## config.mk

```make
export PLATFORM = sky130hd
export DESIGN_NAME = cmd_stream_decoder
export DESIGN_NICKNAME = d
export VERILOG_FILES = /design/src/rtl/cmd_dec_pkg.sv /design/src/rtl/cmd_lsb_pick.sv /design/src/rtl/cmd_wr_stage.sv /design/src/rtl/cmd_stream_decoder.sv
export SDC_FILE = /design/constraint.sdc
export NUM_CORES = 1
export LEC_CHECK = 0
export BUFFER_PORTS_ARGS = -buffer_cell sky130_fd_sc_hd__buf_2
export CELL_PAD_IN_SITES_DETAIL_PLACEMENT = 0
export CELL_PAD_IN_SITES_GLOBAL_PLACEMENT = 1
export CORE_MARGIN = 3
export CORE_UTILIZATION = 47
export DETAILED_ROUTE_END_ITERATION = 16
export PLACE_DENSITY_LB_ADDON = 0.1
export SLEW_MARGIN = 10
export SYNTH_ARGS = -nofsm -noshare
export SYNTH_HDL_FRONTEND = slang
export SYNTH_SLANG_ARGS = --single-unit
```

## constraint.sdc

```tcl
create_clock -name clk -period 5.5 [get_ports clk]
set_input_delay 0.55 -clock clk [delete_from_list [all_inputs] [get_ports clk]]
set_output_delay 0.55 -clock clk [all_outputs]
set_load 0.02 [all_outputs]
```

## src/rtl/cmd_dec_pkg.sv

```systemverilog
package cmd_dec_pkg;
    localparam int WORD_W = 32;

    typedef enum logic [2:0] {
        ST_OPCODE,
        ST_INCR,
        ST_FIXED,
        ST_MASKED,
        ST_GADDR
    } dec_state_e;

    localparam logic [3:0] OP_CLASS  = 4'h0;
    localparam logic [3:0] OP_INCR   = 4'h1;
    localparam logic [3:0] OP_FIXED  = 4'h2;
    localparam logic [3:0] OP_MASKED = 4'h3;
    localparam logic [3:0] OP_IMM    = 4'h4;
    localparam logic [3:0] OP_RESTRT = 4'h5;
    localparam logic [3:0] OP_GATHER = 4'h6;
    localparam logic [3:0] OP_EXT    = 4'hE;

    localparam logic [3:0] SUB_ACQ = 4'h0;
    localparam logic [3:0] SUB_REL = 4'h1;
endpackage

```

## src/rtl/cmd_lsb_pick.sv

```systemverilog
module cmd_lsb_pick #(
    parameter int W  = 16,
    parameter int IW = $clog2(W)
) (
    input  logic [W-1:0]  bits,
    output logic [IW-1:0] pos,
    output logic [W-1:0]  rest,
    output logic          last
);
    always_comb begin
        pos = '0;
        for (int i = W - 1; i >= 0; i--) begin
            if (bits[i]) pos = IW'(i);
        end
        rest = bits & (bits - W'(1));
        last = (rest == '0);
    end
endmodule

```

## src/rtl/cmd_wr_stage.sv

```systemverilog
module cmd_wr_stage #(
    parameter int CLS_W = 10,
    parameter int OFF_W = 12,
    parameter int DW    = 32
) (
    input  logic             clk,
    input  logic             rst_n,
    input  logic             load,
    input  logic [CLS_W-1:0] ld_class,
    input  logic [OFF_W-1:0] ld_offset,
    input  logic [DW-1:0]    ld_data,
    input  logic             wr_ready,
    output logic             wr_valid,
    output logic [CLS_W-1:0] wr_class,
    output logic [OFF_W-1:0] wr_offset,
    output logic [DW-1:0]    wr_data
);
    always_ff @(posedge clk or negedge rst_n) begin
        if (!rst_n) begin
            wr_valid  <= 1'b0;
            wr_class  <= '0;
            wr_offset <= '0;
            wr_data   <= '0;
        end else if (load) begin
            wr_valid  <= 1'b1;
            wr_class  <= ld_class;
            wr_offset <= ld_offset;
            wr_data   <= ld_data;
        end else if (wr_ready) begin
            wr_valid  <= 1'b0;
        end
    end
endmodule

```

## src/rtl/cmd_stream_decoder.sv

```systemverilog
module cmd_stream_decoder
    import cmd_dec_pkg::*;
#(
    parameter int CLS_W  = 10,
    parameter int OFF_W  = 12,
    parameter int CNT_W  = 16,
    parameter int MASK_W = 16,
    parameter int SMSK_W = 6,
    parameter int GCNT_W = 14,
    parameter int LOCK_W = 8
) (
    input  logic              clk,
    input  logic              rst_n,
    input  logic              in_valid,
    input  logic [31:0]       in_data,
    output logic              in_ready,
    output logic              wr_valid,
    input  logic              wr_ready,
    output logic [CLS_W-1:0]  wr_class,
    output logic [OFF_W-1:0]  wr_offset,
    output logic [31:0]       wr_data,
    output logic              cls_valid,
    output logic [CLS_W-1:0]  cls_id,
    output logic              restart_valid,
    output logic [31:0]       restart_addr,
    output logic              gth_valid,
    output logic              gth_insert,
    output logic              gth_type,
    output logic [GCNT_W-1:0] gth_count,
    output logic [OFF_W-1:0]  gth_offset,
    output logic [31:0]       gth_addr,
    output logic              lock_acq_valid,
    output logic              lock_rel_valid,
    output logic [LOCK_W-1:0] lock_index
);
    localparam int PW = $clog2(MASK_W);

    dec_state_e        state, nstate;
    logic [CLS_W-1:0]  cur_cls, n_cls;
    logic [OFF_W-1:0]  base_off, n_off;
    logic [OFF_W-1:0]  step, n_step;
    logic [CNT_W-1:0]  remain, n_remain;
    logic [MASK_W-1:0] mask, n_mask;
    logic              g_ins, g_typ, n_g_ins, n_g_typ;
    logic [GCNT_W-1:0] g_cnt, n_g_cnt;
    logic [OFF_W-1:0]  g_off, n_g_off;

    logic              fire;
    logic [3:0]        op;
    logic [OFF_W-1:0]  fld_off;
    logic [PW-1:0]     lsb_pos;
    logic [MASK_W-1:0] lsb_rest;
    logic              lsb_last;

    logic              ld;
    logic [OFF_W-1:0]  ld_off;
    logic [31:0]       ld_data;
    logic              p_cls, p_rst, p_gth, p_acq, p_rel;

    assign in_ready = !wr_valid || wr_ready;
    assign fire     = in_valid && in_ready;
    assign op       = in_data[31:28];
    assign fld_off  = in_data[16 +: OFF_W];

    cmd_lsb_pick #(.W(MASK_W)) u_pick (
        .bits (mask),
        .pos  (lsb_pos),
        .rest (lsb_rest),
        .last (lsb_last)
    );

    always_comb begin
        nstate   = state;
        n_cls    = cur_cls;
        n_off    = base_off;
        n_step   = step;
        n_remain = remain;
        n_mask   = mask;
        n_g_ins  = g_ins;
        n_g_typ  = g_typ;
        n_g_cnt  = g_cnt;
        n_g_off  = g_off;
        ld       = 1'b0;
        ld_off   = base_off;
        ld_data  = in_data;
        p_cls    = 1'b0;
        p_rst    = 1'b0;
        p_gth    = 1'b0;
        p_acq    = 1'b0;
        p_rel    = 1'b0;
        if (fire) begin
            unique case (state)
                ST_OPCODE: begin
                    unique case (op)
                        OP_CLASS: begin
                            n_cls  = in_data[6 +: CLS_W];
                            p_cls  = 1'b1;
                            n_off  = fld_off;
                            n_mask = MASK_W'(in_data[SMSK_W-1:0]);
                            if (in_data[SMSK_W-1:0] != '0) nstate = ST_MASKED;
                        end
                        OP_INCR, OP_FIXED: begin
                            n_off    = fld_off;
                            n_step   = '0;
                            n_remain = in_data[CNT_W-1:0];
                            if (in_data[CNT_W-1:0] != '0)
                                nstate = (op == OP_INCR) ? ST_INCR : ST_FIXED;
                        end
                        OP_MASKED: begin
                            n_off  = fld_off;
                            n_mask = in_data[MASK_W-1:0];
                            if (in_data[MASK_W-1:0] != '0) nstate = ST_MASKED;
                        end
                        OP_IMM: begin
                            ld      = 1'b1;
                            ld_off  = fld_off;
                            ld_data = {16'd0, in_data[15:0]};
                        end
                        OP_RESTRT: p_rst = 1'b1;
                        OP_GATHER: begin
                            n_g_ins = in_data[15];
                            n_g_typ = in_data[14];
                            n_g_cnt = in_data[GCNT_W-1:0];
                            n_g_off = fld_off;
                            nstate  = ST_GADDR;
                        end
                        OP_EXT: begin
                            p_acq = (in_data[27:24] == SUB_ACQ);
                            p_rel = (in_data[27:24] == SUB_REL);
                        end
                        default: ;
                    endcase
                end
                ST_INCR, ST_FIXED: begin
                    ld       = 1'b1;
                    ld_off   = (state == ST_INCR) ? base_off + step : base_off;
                    n_step   = step + OFF_W'(1);
                    n_remain = remain - CNT_W'(1);
                    if (remain == CNT_W'(1)) nstate = ST_OPCODE;
                end
                ST_MASKED: begin
                    ld     = 1'b1;
                    ld_off = base_off + OFF_W'(lsb_pos);
                    n_mask = lsb_rest;
                    if (lsb_last) nstate = ST_OPCODE;
                end
                ST_GADDR: begin
                    p_gth  = 1'b1;
                    nstate = ST_OPCODE;
                end
                default: nstate = ST_OPCODE;
            endcase
        end
    end

    always_ff @(posedge clk or negedge rst_n) begin
        if (!rst_n) begin
            state    <= ST_OPCODE;
            cur_cls  <= '0;
            base_off <= '0;
            step     <= '0;
            remain   <= '0;
            mask     <= '0;
            g_ins    <= 1'b0;
            g_typ    <= 1'b0;
            g_cnt    <= '0;
            g_off    <= '0;
        end else begin
            state    <= nstate;
            cur_cls  <= n_cls;
            base_off <= n_off;
            step     <= n_step;
            remain   <= n_remain;
            mask     <= n_mask;
            g_ins    <= n_g_ins;
            g_typ    <= n_g_typ;
            g_cnt    <= n_g_cnt;
            g_off    <= n_g_off;
        end
    end

    always_ff @(posedge clk or negedge rst_n) begin
        if (!rst_n) begin
            cls_valid      <= 1'b0;
            cls_id         <= '0;
            restart_valid  <= 1'b0;
            restart_addr   <= '0;
            gth_valid      <= 1'b0;
            gth_insert     <= 1'b0;
            gth_type       <= 1'b0;
            gth_count      <= '0;
            gth_offset     <= '0;
            gth_addr       <= '0;
            lock_acq_valid <= 1'b0;
            lock_rel_valid <= 1'b0;
            lock_index     <= '0;
        end else begin
            cls_valid      <= p_cls;
            restart_valid  <= p_rst;
            gth_valid      <= p_gth;
            lock_acq_valid <= p_acq;
            lock_rel_valid <= p_rel;
            if (p_cls) cls_id <= n_cls;
            if (p_rst) restart_addr <= {in_data[27:0], 4'h0};
            if (p_gth) begin
                gth_insert <= g_ins;
                gth_type   <= g_typ;
                gth_count  <= g_cnt;
                gth_offset <= g_off;
                gth_addr   <= in_data;
            end
            if (p_acq || p_rel) lock_index <= in_data[LOCK_W-1:0];
        end
    end

    cmd_wr_stage #(.CLS_W(CLS_W), .OFF_W(OFF_W), .DW(32)) u_wr (
        .clk       (clk),
        .rst_n     (rst_n),
        .load      (ld),
        .ld_class  (cur_cls),
        .ld_offset (ld_off),
        .ld_data   (ld_data),
        .wr_ready  (wr_ready),
        .wr_valid  (wr_valid),
        .wr_class  (wr_class),
        .wr_offset (wr_offset),
        .wr_data   (wr_data)
    );
endmodule

```

==> out/results.md, run 1 <==
| Item | Reported | Unit |
|---|---|---|
| Register-to-register setup slack | 1.95 | ns |
| DRT Pass-1 Iters | 5 | - |
| Die outline width | 167.0 | µm |
| Post-CTS setup buffer count | 0 | - |
| Layout Skew | 0.01066 | ns |
| First-pass GRT wire length | 53570 | µm |
| Met3 usage in global routing | 3.252 | % |
| Number of buffers added by the clock tree synthesis step | 29 | - |
| Critical path peak fanout | 24 | - |
| Sequential fraction of the synthesis area | 53.99 | % |
| Final Power | 7.298 | mW |
| Floorplan die height | 167.0 | µm |
| Area contributors post-synth | sky130_fd_sc_hd__dfrtp_1 (54%), sky130_fd_sc_hd__mux2_2 (10%), sky130_fd_sc_hd__nand2_1 (8.1%) | - |
| Number of levels in the clock H-tree | 1 | - |
| VDD IR-drop max | 260.2 | µV |
| Via-per-instance ratio | 5.544 | - |
| Final weighted congestion of routability-driven global placement | 0.8604 | - |
| Synth async-reset ratio | 100.0 | % |
| Leak pwr | 7.505 | nW |
| Cell Area, Synth | 12190 | µm² |
| DRC marker count from the first detailed-route iteration | 714 | - |
| Endpoints failing setup | 0 | - |
| Slew @ Worst Pin | 1.313 | ns |
| Placeable core region | 25330 | µm² |
| Final std cells w/o fill | 1707 | - |
| Yosys top cell by area | sky130_fd_sc_hd__dfrtp_1 | - |
| Worst Path Class, Setup | register to register | - |
| Clock period minus worst slack | 3.546 | ns |
| Startpoint of the most critical register-to-register path | state[2] | - |
| Hold crit path type | primary input to async pin | - |
| Final period utilization | 64.47 | % |
| Largest net degree at the start of global routing | 157 | - |
| Count of final hold-check violations | 0 | - |
| Routing usage on met1 | 36.30 | % |
| Number of buffers between clock root and the deepest sink | 3 | - |
| Vias in the first global route | 9195 | - |
| Post-CTS clock slew at the launch and capture registers of the worst setup and hold paths | 0.06 | ns |
| Port buffer count | 202 | - |
| Fin util | 56.62 | % |
| Total of fill cells in the finished design | 2298 | - |
| Timing startpoint of the critical path | state[2] | - |
| Drt total wl | 33610 | µm |
| Mean cell area of the mapped netlist | 10.29 | µm² |
| Summed area of non-filler cells in the final layout | 14340 | µm² |
| Flip-flop cell with the highest count after synthesis | sky130_fd_sc_hd__dfrtp_1 | - |
| Sort of element at the start of the critical path | register | - |
| Leading cell type by number of instances after synthesis | sky130_fd_sc_hd__nand2_1 | - |
| Post-CTS Hold Buffers | 0 | - |
| Fraction of final layout cells sized beyond drive strength 1 | 27.60 | % |
| Mean routed wirelength per cell | 19.69 | µm |
| Outcome | completed | - |
| Total number of yosys warnings | 0 | - |
| EDFF count, synth | 0 | - |
| Cell count after synthesis | 1184 | - |
| FP Rows | 58 | - |
| Area overhead of the layout relative to synthesis | 17.64 | % |
| Total of cells resized after clock tree synthesis | 0 | - |
| Grt peak-use layer | met2 | - |
| Number of nets in the layout | 1411 | - |
| Required @ worst endpoint | 5.93 | ns |
| Fmax | 282.0 | MHz |
| Die Area | 27900 | µm² |
| Placed Cells | 1654 | - |
| Overall global routing resource usage | 23.73 | % |
| Later-pin clock latency in the skew report | 0.55 | ns |
| Proportion of netlist area held by the largest area contributor | 53.99 | % |
| Most frequent cells after synthesis | sky130_fd_sc_hd__nand2_1 (264), sky130_fd_sc_hd__dfrtp_1 (263), sky130_fd_sc_hd__mux2_2 (109) | - |
| Final Max Tran Viols | 0 | - |
| Remaining Overflow, GRT | 0 | - |
| Remaining antenna violation count | 0 | - |
| #FFs+latches synth | 263 | - |
| Total negative slack for setup checks | 0 | ns |
| Sink Count | 263 | - |
| Data arrival at the endpoint of the critical path | 3.98 | ns |
| Element type at the critical path end | register | - |
| DR DRC count | 0 | - |
| Root buffer cell | sky130_fd_sc_hd__clkbuf_16 | - |
| Number of ports placed on the die boundary | 207 | - |
| Placed cell area | 13440 | µm² |
| Netlist cell types | 74 | - |
| Clock tree from TritonCTS | done | - |
| DP HPWL | 22890 | µm |
| Starting utilization of the core area | 48.13 | % |
| Final antenna diode count | 0 | - |
| Power per standard cell area | 509.0 | nW/µm² |
| RSZ-0062 raised after global routing | false | - |
| Slew margin rel. | 11.73 | % |
| Total number of vias | 9464 | - |
| Max-Cap Viols | 0 | - |
| Met2 track demand over resource | 36.66 | % |
| Initial antenna violation count | 0 | - |
state kept, by name (all words and copies together) (netlist names), 3 cells and up:
signal	flops
gth_addr	32
u_wr.wr_data	32
restart_addr	28
mask	16
remain	16
g_cnt	14
gth_count	14
base_off	12
g_off	12
gth_offset	12
step	12
u_wr.wr_offset	12
cls_id	10
cur_cls	10
u_wr.wr_class	10
lock_index	8
state	3
where the power goes:
group	switching, mW	internal (mW)
logic	1.60	0.963
registers	0.443	2.44
clock network	0.783	1.07
total	2.83	4.47
through the flow:
stage / hold WS, ns / setup WS [ns]
global route: 0.1120 / 1.703
detailed placement: 0.4452 / 1.855
floorplan: 0.2544 / 2.416
global placement: 0.4415 / 1.956
CTS: 0.08448 / 1.996
finish: 0.07041 / 1.954
worst paths after layout:
check                                    to  cells past startpoint
max                           lock_index[3]                      5
min                            gth_count[9]                      1
max reg2reg                   lock_index[3]                      5
min reg2reg                  gth_offset[11]                      2
max in group asynchronous  u_wr.wr_data[30]                      2
min in group clk             lock_acq_valid                      2
worst max-delay path, cell delays in order, from the launching register on:
cell and delay [ns]:
sky130_fd_sc_hd__dfrtp_1 0.54, sky130_fd_sc_hd__inv_1 0.23, sky130_fd_sc_hd__and3_1 0.80, sky130_fd_sc_hd__nand2_1 0.26, sky130_fd_sc_hd__nor4_2 1.16, sky130_fd_sc_hd__mux2_2 0.43
final cells by class:
cell class | instances | area [µm²] | area share [%]
clock inverter | 10 | 95.09 | 0.6632
sequential | 263 | 6581 | 45.90
timing repair buffer | 215 | 1144 | 7.976
clock buffer | 43 | 808.3 | 5.637
inverter | 18 | 67.56 | 0.4712
tap | 330 | 412.9 | 2.880
multi-input combinational | 828 | 5230 | 36.47
kinds of logic (layout without fill, tap and decap cells):
family	Yosys count	count (layout)	synth area share [%]
compound gates	222	222	11.53
xor+xnor	17	17	1.221
fa+ha+maj	21	21	2.258
buf+inv	96	286	3.377
flops	263	263	53.99
mux	120	120	11.08
other cells	1	4	0.03076
simple gates	444	444	16.52
placed cells by master (no fill, tap or decap), types with 11 or more instances in the layout:
| cell | count |
|---|---|
| sky130_fd_sc_hd__inv_1 | 17 |
| sky130_fd_sc_hd__buf_4 | 11 |
| sky130_fd_sc_hd__clkbuf_16 | 29 |
| sky130_fd_sc_hd__a22o_1 | 17 |
| sky130_fd_sc_hd__o21ai_0 | 72 |
| sky130_fd_sc_hd__ha_1 | 18 |
| sky130_fd_sc_hd__dfrtp_1 | 263 |
| sky130_fd_sc_hd__clkbuf_1 | 11 |
| sky130_fd_sc_hd__nand3_1 | 32 |
| sky130_fd_sc_hd__nor3_1 | 25 |
| sky130_fd_sc_hd__nand2_1 | 264 |
| sky130_fd_sc_hd__mux2_2 | 109 |
| sky130_fd_sc_hd__buf_2 | 201 |
| sky130_fd_sc_hd__a21oi_1 | 48 |
| sky130_fd_sc_hd__xnor2_1 | 11 |
| sky130_fd_sc_hd__nor2_1 | 54 |
| sky130_fd_sc_hd__a31oi_1 | 11 |
layer usage:
layer	routed length [µm]	part of all wire (%)
met5	0	0
met4	562	1.7
met3	1966	5.8
met2	14940	44
met1	16140	48
(Power assumes the default switching activity.)
==> run 2, diff against run 1 <==
--- a/config.mk
+++ b/config.mk
@@ -5,11 +5,12 @@
 export SDC_FILE = /design/constraint.sdc
 export NUM_CORES = 1
 export LEC_CHECK = 0
+export ABC_AREA = 1
 export BUFFER_PORTS_ARGS = -buffer_cell sky130_fd_sc_hd__buf_2
 export CELL_PAD_IN_SITES_DETAIL_PLACEMENT = 0
 export CELL_PAD_IN_SITES_GLOBAL_PLACEMENT = 1
 export CORE_MARGIN = 3
-export CORE_UTILIZATION = 47
+export CORE_UTILIZATION = 38
 export DETAILED_ROUTE_END_ITERATION = 16
 export PLACE_DENSITY_LB_ADDON = 0.1
 export SLEW_MARGIN = 10
==> constraint.sdc (replaced) <==
create_clock -name clk -period 2.9 [get_ports clk]
set_input_delay 0.29 -clock clk [delete_from_list [all_inputs] [get_ports clk]]
set_output_delay 0.29 -clock clk [all_outputs]
set_load 0.02 [all_outputs]
==> run 2 against run 1 <==
  * Die area up 22%
  * Worst setup slack worse by 1.7 ns
  * Largest power group is now combinational cells
  * Largest cell class unchanged
  * Clock skew down 0.00072 ns
  * Fmax up 35%
  * Critical path type unchanged
  * Global-route usage down 2.1 points
  * Combinational power up 150%
  * Total power up 120%
  * Sequential power up 110%
  * Register-to-register slack worse by 1.7 ns
  * Utilization down 9.2 points
==> out/results.md, run 2 <==
| Item | Reported | Unit | Change |
|---|---|---|---|
| Outcome | completed | - |  |
| Element type at the critical path end | register | - |  |
| Synth async-reset ratio | 100.0 | % | unchanged |
| Layout Skew | 0.009943 | ns | -0.0007208 ns |
| Number of buffers between clock root and the deepest sink | 3 | - | unchanged |
| Area contributors post-synth | sky130_fd_sc_hd__dfrtp_1 (54%), sky130_fd_sc_hd__nand2_1 (13%), sky130_fd_sc_hd__o21ai_0 (7.1%) | - |  |
| Die outline width | 184.5 | µm | +10% |
| Summed area of non-filler cells in the final layout | 14690 | µm² | +2.4% |
| Int Power | 9.398 | mW | +110% |
| Placeable core region | 30990 | µm² | +22% |
| Largest net degree at the start of global routing | 93 | - | -41% |
| Netlist cell types | 50 | - | -32% |
| Clock period minus worst slack | 2.629 | ns | -0.9166 ns |
| Mean routed wirelength per cell | 18.11 | µm | -8.0% |
| Number of ports placed on the die boundary | 207 | - | unchanged |
| Initial antenna violation count | 0 | - | unchanged |
| Total number of vias | 10270 | - | +8.5% |
| Later-pin clock latency in the skew report | 0.57 | ns | +0.02 ns |
| Required @ worst endpoint | 3.35 | ns | -2.58 ns |
| Share of power burned in the clock network | 23.4 | % | -1.9 points |
| DP HPWL | 26470 | µm | +16% |
| Sort of element at the start of the critical path | register | - |  |
| Leak pwr | 7.602 | nW | +1.3% |
| Switching power summed over all nets | 6.805 | mW | +140% |
| Vias in the first global route | 9903 | - | +7.7% |
| #FFs+latches synth | 263 | - | unchanged |
| Fin util | 47.40 | % | -9.2 points |
| Final weighted congestion of routability-driven global placement | 0.8597 | - | about the same |
| Switching part of the total power | 42.00 | % | +3.2 points |
| Startpoint of the most critical register-to-register path | mask[14] | - |  |
| Count of final hold-check violations | 0 | - | unchanged |
| Final Power | 16.20 | mW | +120% |
| Overall global routing resource usage | 21.65 | % | -2.1 points |
| Cell Area, Synth | 12110 | µm² | -0.65% |
| Slew @ Worst Pin | 0.8704 | ns | -0.4427 ns |
| Endpoints failing setup | 0 | - | unchanged |
| Sink Count | 263 | - | unchanged |
| Final Max Tran Viols | 0 | - | unchanged |
| Relative contribution of sequential cells to total power | 37.4 | % | -2.1 points |
| Yosys top cell by area | sky130_fd_sc_hd__dfrtp_1 | - |  |
| Via-per-instance ratio | 5.038 | - | -9.1% |
| DRC marker count from the first detailed-route iteration | 721 | - | +0.98% |
| Register-to-register setup slack | 0.27 | ns | -1.68 ns |
| Post-CTS clock slew at the launch and capture registers of the worst setup and hold paths | 0.06 | ns | about the same |
| Remaining antenna violation count | 0 | - | unchanged |
| Die Area | 34050 | µm² | +22% |
| Worst setup timing slack at the placement stage | 0.01608 | ns | -1.838 ns |
| Worst hold-check slack | 0.03023 | ns | -0.04018 ns |
| Leading cell type by number of instances after synthesis | sky130_fd_sc_hd__nand2_1 | - |  |
| Placed cell area | 13590 | µm² | +1.2% |
| Most frequent cells after synthesis | sky130_fd_sc_hd__nand2_1 (413), sky130_fd_sc_hd__dfrtp_1 (263), sky130_fd_sc_hd__o21ai_0 (172) | - |  |
| Final period utilization | 90.66 | % | +26 points |
| FF-to-FF path depth | 24 | - | +19 |
| Setup ws final | 0.2710 | ns | -1.683 ns |
| Sequential fraction of the synthesis area | 54.34 | % | +0.35 points |
| Clock tree from TritonCTS | done | - |  |
| DR DRC count | 0 | - | unchanged |
| Fraction of final layout cells sized beyond drive strength 1 | 21.32 | % | -6.3 points |
| Port buffer count | 202 | - | unchanged |
| Mean cell area of the mapped netlist | 8.601 | µm² | -16% |
| Remaining Overflow, GRT | 0 | - | unchanged |
| Flip-flop cell with the highest count after synthesis | sky130_fd_sc_hd__dfrtp_1 | - |  |
| Final antenna diode count | 0 | - | unchanged |
| Timing startpoint of the critical path | mask[14] | - |  |
| Number of nets in the layout | 1675 | - | +19% |
| First-pass GRT wire length | 57950 | µm | +8.2% |
| DRT Pass-1 Iters | 7 | - | +2 |
| Critical path destination | u_wr.wr_offset[8] | - |  |
| Combinational Power Share | 39.3 | % | +4.1 points |
| Worst Path Class, Setup | register to register | - |  |
| Slew margin rel. | 41.97 | % | +30 points |
| Most frequent cells in the layout | sky130_fd_sc_hd__nand2_1 (411), sky130_fd_sc_hd__dfrtp_1 (263), sky130_fd_sc_hd__buf_2 (201), sky130_fd_sc_hd__o21ai_0 (171), sky130_fd_sc_hd__inv_1 (119) | - |  |
| Top Registers | gth_addr (32), u_wr.wr_data (32), restart_addr (28) | - |  |
| Floorplan die height | 184.5 | µm | +10% |
| FP Rows | 64 | - | +10% |
| Critical path peak fanout | 3 | - | -88% |
| Drt total wl | 36920 | µm | +9.8% |
| Power per standard cell area | 1103 | nW/µm² | +120% |
| Cell count after synthesis | 1408 | - | +19% |
| Max-Cap Viols | 0 | - | unchanged |
| VDD IR-drop max | 563.5 | µV | +120% |
| Starting utilization of the core area | 39.08 | % | -9.0 points |
| Fmax | 380.4 | MHz | +35% |
| Commonest non-fill, non-tap cell in the layout | sky130_fd_sc_hd__nand2_1 | - |  |
| Proportion of netlist area held by the largest area contributor | 54.34 | % | +0.35 points |
| Data arrival at the endpoint of the critical path | 3.08 | ns | -0.90 ns |
| Total of fill cells in the finished design | 3117 | - | +36% |
| Number of buffers added by the clock tree synthesis step | 29 | - | unchanged |
| Area overhead of the layout relative to synthesis | 21.28 | % |  |
| Root buffer cell | sky130_fd_sc_hd__clkbuf_16 | - |  |
| Total number of yosys warnings | 0 | - | unchanged |
| Number of levels in the clock H-tree | 1 | - | unchanged |
| EDFF count, synth | 0 | - | unchanged |
| Hold crit path type | primary input to register | - |  |
| Worst R2R End | u_wr.wr_offset[8] | - |  |
## run 2: changes by cell type in the layout (fill, tap and decap cells not counted), moves of 10 or more
| cell | previous run | this run |
|---|---|---|
| sky130_fd_sc_hd__o21ai_2 | 0 | 20 |
| sky130_fd_sc_hd__nand2_1 | 264 | 411 |
| sky130_fd_sc_hd__inv_2 | 0 | 10 |
| sky130_fd_sc_hd__buf_4 | 11 | 27 |
| sky130_fd_sc_hd__mux2_2 | 109 | 0 |
| sky130_fd_sc_hd__a22o_1 | 17 | 0 |
| sky130_fd_sc_hd__mux2_1 | 10 | 0 |
| sky130_fd_sc_hd__o21ai_1 | 0 | 28 |
| sky130_fd_sc_hd__nor2_1 | 54 | 77 |
| sky130_fd_sc_hd__inv_1 | 17 | 119 |
| sky130_fd_sc_hd__o31ai_1 | 6 | 18 |
| sky130_fd_sc_hd__o21ai_0 | 72 | 171 |
## run 2: kinds of logic (layout without fill, tap and decap cells)
| family | count (synthesis) | after routing | synth area share, % |
|---|---|---|---|
| simple gates | 594 | 594 | 20.48 |
| compound gates | 329 | 329 | 15.54 |
| flops | 263 | 263 | 54.34 |
| buf+inv | 190 | 421 | 6.623 |
| fa+ha+maj | 20 | 20 | 2.190 |
| xor+xnor | 11 | 11 | 0.7956 |
| other cells | 1 | 4 | 0.03097 |
## run 2: timing repair
action | 4_1_cts | 5_1_grt
hold buffers | 5 | 0
resized for setup | 0 | 15
hold endpoints to repair | 69 | 0
setup buffers | 0 | 1
endpoints found under the setup margin | 0 | 5
## run 2: worst min path at each step
| stage | from | endpoint | slack, ns | depth (start not counted) |
|---|---|---|---|---|
| 2_1_floorplan | rst_n | base_off[0] | -0.006 | 0 |
| 3_3_place_gp | rst_n | gth_count[13] | 0.29 | 1 |
| 3_5_place_dp | rst_n | gth_count[13] | 0.29 | 1 |
| 4_1_cts | in_data[2] | mask[2] | 0.005 | 3 |
| 5_1_grt | in_data[2] | mask[2] | 0.02 | 3 |
| 6_report | in_data[3] | mask[3] | 0.03 | 3 |
## run 2: through the flow
| stage | instances | TNS [ns] |
|---|---|---|
| 2_1_floorplan | 1411 | 0 |
| 5_1_grt | 2038 | -0.007894 |
| 3_5_place_dp | 1978 | 0 |
| 4_1_cts | 2037 | 0 |
| 3_3_place_gp | 1978 | 0 |
| 6_report | 2038 | 0 |
## run 2: layout make-up
| class | count | area, µm² | area share [%] |
|---|---|---|---|
| Inverter | 130 | 490.5 | 3.339 |
| Clock inverter | 10 | 115.1 | 0.7837 |
| Multi-Input combinational cell | 958 | 4800 | 32.68 |
| Sequential cell | 263 | 6581 | 44.81 |
| Clock buffer | 44 | 872.1 | 5.937 |
| Tap cell | 396 | 495.5 | 3.373 |
| Timing Repair Buffer | 237 | 1334 | 9.081 |
## run 2: power groups by stage
stage	registers (mW)	clock network, mW	logic, mW
2_1_floorplan	6.91	0	3.24
4_1_cts	6.04	3.89	6.35
6_report	6.05	3.79	6.36
3_5_place_dp	6.09	0	6.33
3_3_place_gp	6.07	0	6.27
5_1_grt	6.23	4.03	7.15
## run 2: per-layer routing
layer	global-route usage (%)	up-vias	wire length [µm]
met5	0	-	0
met3	3.118	48	1824
met4	4.475	0	717
met1	32.72	4906	18120
li1	-	5073	-
met2	33.26	241	16250
## run 2: worst max-delay path, stage by stage (launching register included)
cell and delay, ns:
sky130_fd_sc_hd__dfrtp_1 0.37, sky130_fd_sc_hd__inv_2 0.05, sky130_fd_sc_hd__nand2_1 0.06, sky130_fd_sc_hd__nand2_1 0.05
sky130_fd_sc_hd__nand2_1 0.06, sky130_fd_sc_hd__nand2_1 0.05, sky130_fd_sc_hd__nand2_1 0.05, sky130_fd_sc_hd__nand2_1 0.04
sky130_fd_sc_hd__nand2_1 0.06, sky130_fd_sc_hd__nand2_1 0.05, sky130_fd_sc_hd__nand2_1 0.06, sky130_fd_sc_hd__nand2_1 0.05
sky130_fd_sc_hd__nand2_1 0.06, sky130_fd_sc_hd__nand2_1 0.05, sky130_fd_sc_hd__nand2_1 0.07, sky130_fd_sc_hd__a21oi_2 0.05
sky130_fd_sc_hd__ha_2 0.18, sky130_fd_sc_hd__fa_2 0.36, sky130_fd_sc_hd__a21oi_2 0.16, sky130_fd_sc_hd__o21ai_2 0.08
sky130_fd_sc_hd__buf_4 0.15, sky130_fd_sc_hd__a31oi_4 0.13, sky130_fd_sc_hd__nor2_2 0.04, sky130_fd_sc_hd__a21oi_1 0.16
sky130_fd_sc_hd__a21oi_1 0.08
==> run 3, diff against run 2 <==
--- a/config.mk
+++ b/config.mk
@@ -10,7 +10,7 @@
 export CELL_PAD_IN_SITES_DETAIL_PLACEMENT = 0
 export CELL_PAD_IN_SITES_GLOBAL_PLACEMENT = 1
 export CORE_MARGIN = 3
-export CORE_UTILIZATION = 38
+export CORE_UTILIZATION = 42
 export DETAILED_ROUTE_END_ITERATION = 16
 export PLACE_DENSITY_LB_ADDON = 0.1
 export SLEW_MARGIN = 10
==> constraint.sdc (replaced) <==
create_clock -name clk -period 2.5 [get_ports clk]
set_input_delay 0.25 -clock clk [delete_from_list [all_inputs] [get_ports clk]]
set_output_delay 0.25 -clock clk [all_outputs]
set_load 0.02 [all_outputs]
==> run 3 against run 2 <==
  * The flow now finishes with violations (negative setup slack)
  * Clock-buffer cell count fell by 3
  * Hold slack improved by 0.0027 ns
  * Fmax fell by 1.1%
==> out/results.md, run 3 (same netlist as run 2, synthesis figures left out) <==
| Item | Reported | Unit | Change |
|---|---|---|---|
| Outcome | finished, violations left | - |  |
| Violated checks | negative setup slack | - |  |
| Clock period minus worst slack | 2.659 | ns | +0.02998 ns |
| Met2 track demand over resource | 37.04 | % | +3.8 points |
| Commonest non-fill, non-tap cell in the layout | sky130_fd_sc_hd__nand2_1 | - |  |
| Combinational Power Share | 42.2 | % | +2.9 points |
| Met3 usage in global routing | 2.962 | % | -0.16 points |
| Fraction of final layout cells sized beyond drive strength 1 | 24.63 | % | +3.3 points |
| Startpoint of the most critical register-to-register path | mask[14] | - |  |
| Most frequent cells in the layout | sky130_fd_sc_hd__nand2_1 (403), sky130_fd_sc_hd__dfrtp_1 (263), sky130_fd_sc_hd__buf_2 (201), sky130_fd_sc_hd__o21ai_0 (165), sky130_fd_sc_hd__inv_1 (118) | - |  |
| Placeable core region | 28090 | µm² | -9.4% |
| Port buffer count | 202 | - | unchanged |
| DR DRC count | 0 | - | unchanged |
| Top Registers | gth_addr (32), u_wr.wr_data (32), restart_addr (28) | - |  |
| Later-pin clock latency in the skew report | 0.56 | ns | about the same |
| Area overhead of the layout relative to synthesis | 24.51 | % |  |
| Final period utilization | 106.4 | % | +16 points |
| Slew margin rel. | 42.80 | % | +0.83 points |
| Number of ports placed on the die boundary | 207 | - | unchanged |
| Layout Skew | 0.01509 | ns | +0.005151 ns |
| Worst Path Class, Setup | register to register | - |  |
| Remaining antenna violation count | 0 | - | unchanged |
| Count of final hold-check violations | 0 | - | unchanged |
| DP HPWL | 26770 | µm | +1.2% |
| Grt peak-use layer | met2 | - |  |
| Clock tree from TritonCTS | done | - |  |
| Die Area | 30910 | µm² | -9.2% |
| Element type at the critical path end | register | - |  |
| Total of fill cells in the finished design | 2786 | - | -11% |
| Final antenna diode count | 0 | - | unchanged |
| Overall global routing resource usage | 23.83 | % | +2.2 points |
| Starting utilization of the core area | 43.12 | % | +4.0 points |
| Slew @ Worst Pin | 0.8579 | ns | -0.01247 ns |
| FF-to-FF path depth | 26 | - | +8.3% |
| Sink Count | 263 | - | unchanged |
| DRC marker count from the first detailed-route iteration | 879 | - | +22% |
| Critical path destination | u_wr.wr_offset[6] | - |  |
| Vias in the first global route | 10200 | - | +3.0% |
| Switching part of the total power | 42.07 | % | +0.069 points |
| Drt total wl | 37030 | µm | +0.29% |
| Setup ws final | -0.1590 | ns | -0.4300 ns |
| FP Rows | 61 | - | -4.7% |
| Worst R2R End | u_wr.wr_offset[6] | - |  |
| Fmax | 376.1 | MHz | -1.1% |
| Placed Cells | 1994 | - | +0.81% |
| Hold crit path type | primary input to register | - |  |
| Timing startpoint of the critical path | mask[14] | - |  |
| Power per standard cell area | 1279 | nW/µm² | +16% |
| Number of buffers added by the clock tree synthesis step | 29 | - | unchanged |
| Total number of vias | 10560 | - | +2.9% |
| Leak pwr | 7.836 | nW | +3.1% |
| Initial antenna violation count | 0 | - | unchanged |
| Mean routed wirelength per cell | 17.88 | µm | -1.3% |
| Relative contribution of sequential cells to total power | 36.4 | % | -1.0 points |
| Required @ worst endpoint | 2.95 | ns | -0.40 ns |
| Data arrival at the endpoint of the critical path | 3.11 | ns | +0.03 ns |
| Sort of element at the start of the critical path | register | - |  |
| Number of nets in the layout | 1728 | - | +3.2% |
| DRT Pass-1 Iters | 5 | - | -2 |
| VDD IR-drop max | 555.2 | µV | -1.5% |
| Worst hold-check slack | 0.03288 | ns | +0.002657 ns |
| Final Max Tran Viols | 0 | - | unchanged |
| Fin util | 53.68 | % | +6.3 points |
| First-pass GRT wire length | 58200 | µm | +0.44% |
| Int Power | 11.17 | mW | +19% |
| Switching power summed over all nets | 8.113 | mW | +19% |
| Share of power burned in the clock network | 21.5 | % | -1.9 points |
| Routing usage on met1 | 35.20 | % | +2.5 points |
| Via-per-instance ratio | 5.101 | - | +1.2% |
| Root buffer cell | sky130_fd_sc_hd__clkbuf_16 | - |  |
| Largest net degree at the start of global routing | 93 | - | unchanged |
| Floorplan die height | 175.8 | µm | -4.7% |
| Remaining Overflow, GRT | 0 | - | unchanged |
| RSZ-0062 raised after global routing | true | - |  |
| Max-Cap Viols | 0 | - | unchanged |
| Post-CTS clock slew at the launch and capture registers of the worst setup and hold paths | 0.06 | ns | about the same |
| Final weighted congestion of routability-driven global placement | 0.9182 | - | +6.8% |
| Final Power | 19.29 | mW | +19% |
| Die outline width | 175.8 | µm | -4.7% |
| Critical path peak fanout | 4 | - | +1 |
| Final std cells w/o fill | 2071 | - | +1.6% |
| Number of buffers between clock root and the deepest sink | 3 | - | unchanged |
| Register-to-register setup slack | -0.16 | ns | -0.43 ns |
| Endpoints failing setup | 9 | - | +9 |
| Number of levels in the clock H-tree | 1 | - | unchanged |
| Total negative slack for setup checks | -0.8627 | ns | -0.8627 ns |
run 3: final cells by class:
type	instances	area (µm²)	share of cell area (%)
Clock inverter	11	72.57	0.4813
Clock buffer	41	860.8	5.709
Sequential cell	263	6581	43.65
Tap cell	378	473.0	3.137
Inverter	130	490.5	3.253
Timing Repair Buffer	290	1755	11.64
Multi-Input combinational cell	958	4845	32.13
run 3: metal layers:
layer  up-vias  routed length [µm]  share of wire, %
li1       5152                   -                 -
met4         0                1071               2.9
met2       302               16480                45
met5         -                   0                 0
met1      5047               17520                47
met3        63                1950               5.3
run 3: how the worst min path moves through the flow:
stage / to / startpoint / slack [ns] / cells past startpoint
after floorplan: base_off[0] / rst_n / -0.05 / 0
after global placement: gth_count[8] / rst_n / 0.24 / 1
after detailed placement: gth_count[13] / rst_n / 0.24 / 1
after CTS: restart_valid / in_data[28] / 0.005 / 3
after global routing: restart_valid / in_data[28] / 0.03 / 3
final: restart_valid / in_data[28] / 0.03 / 3
run 3: metrics by stage:
step	worst slack, ns	area, µm²
floorplan	0.04558	12120
global placement	-0.2025	13840
detailed placement	-0.2314	13840
CTS	-0.1141	15020
global route	-0.3970	15080
finish	-0.1590	15080
run 3: worst max-delay path: stages (launching register included):
cell	delay, ns
sky130_fd_sc_hd__dfrtp_1	0.40
sky130_fd_sc_hd__inv_2	0.08
sky130_fd_sc_hd__nand2_2	0.05
sky130_fd_sc_hd__nand2_1	0.05
sky130_fd_sc_hd__nand2_1	0.04
sky130_fd_sc_hd__nand2_1	0.05
sky130_fd_sc_hd__nand2_1	0.05
sky130_fd_sc_hd__nand2_1	0.05
sky130_fd_sc_hd__nand2_1	0.05
sky130_fd_sc_hd__nand2_1	0.06
sky130_fd_sc_hd__nand2_1	0.05
sky130_fd_sc_hd__nand2_1	0.07
sky130_fd_sc_hd__nand2_1	0.06
sky130_fd_sc_hd__nand2_2	0.05
sky130_fd_sc_hd__nand2_2	0.04
sky130_fd_sc_hd__a21oi_2	0.13
sky130_fd_sc_hd__ha_2	0.21
sky130_fd_sc_hd__fa_2	0.22
sky130_fd_sc_hd__a21oi_2	0.06
sky130_fd_sc_hd__o21ai_2	0.17
sky130_fd_sc_hd__inv_2	0.07
sky130_fd_sc_hd__nor2_4	0.11
sky130_fd_sc_hd__o21ai_0	0.09
sky130_fd_sc_hd__nand2_1	0.09
sky130_fd_sc_hd__nand4_1	0.09
sky130_fd_sc_hd__o21ai_1	0.09
sky130_fd_sc_hd__inv_1	0.04
run 3: repair_timing:
action / CTS / global route
pin swaps: 13 / 17
endpoints found under the hold margin: 66 / 0
buffers inserted: 17 / 3
setup endpoints to repair: 7 / 14
resized for setup: 17 / 20
hold buffers: 8 / 0
run 3: power by group through the flow:
| stage | clock (mW) | combinational (mW) | sequential, mW |
|---|---|---|---|
| after floorplan | 0 | 3.76 | 8.02 |
| after global placement | 0 | 7.71 | 7.02 |
| after detailed placement | 0 | 7.80 | 7.04 |
| after CTS | 4.24 | 8.06 | 7.00 |
| after global routing | 4.42 | 9.05 | 7.21 |
| final | 4.14 | 8.14 | 7.01 |
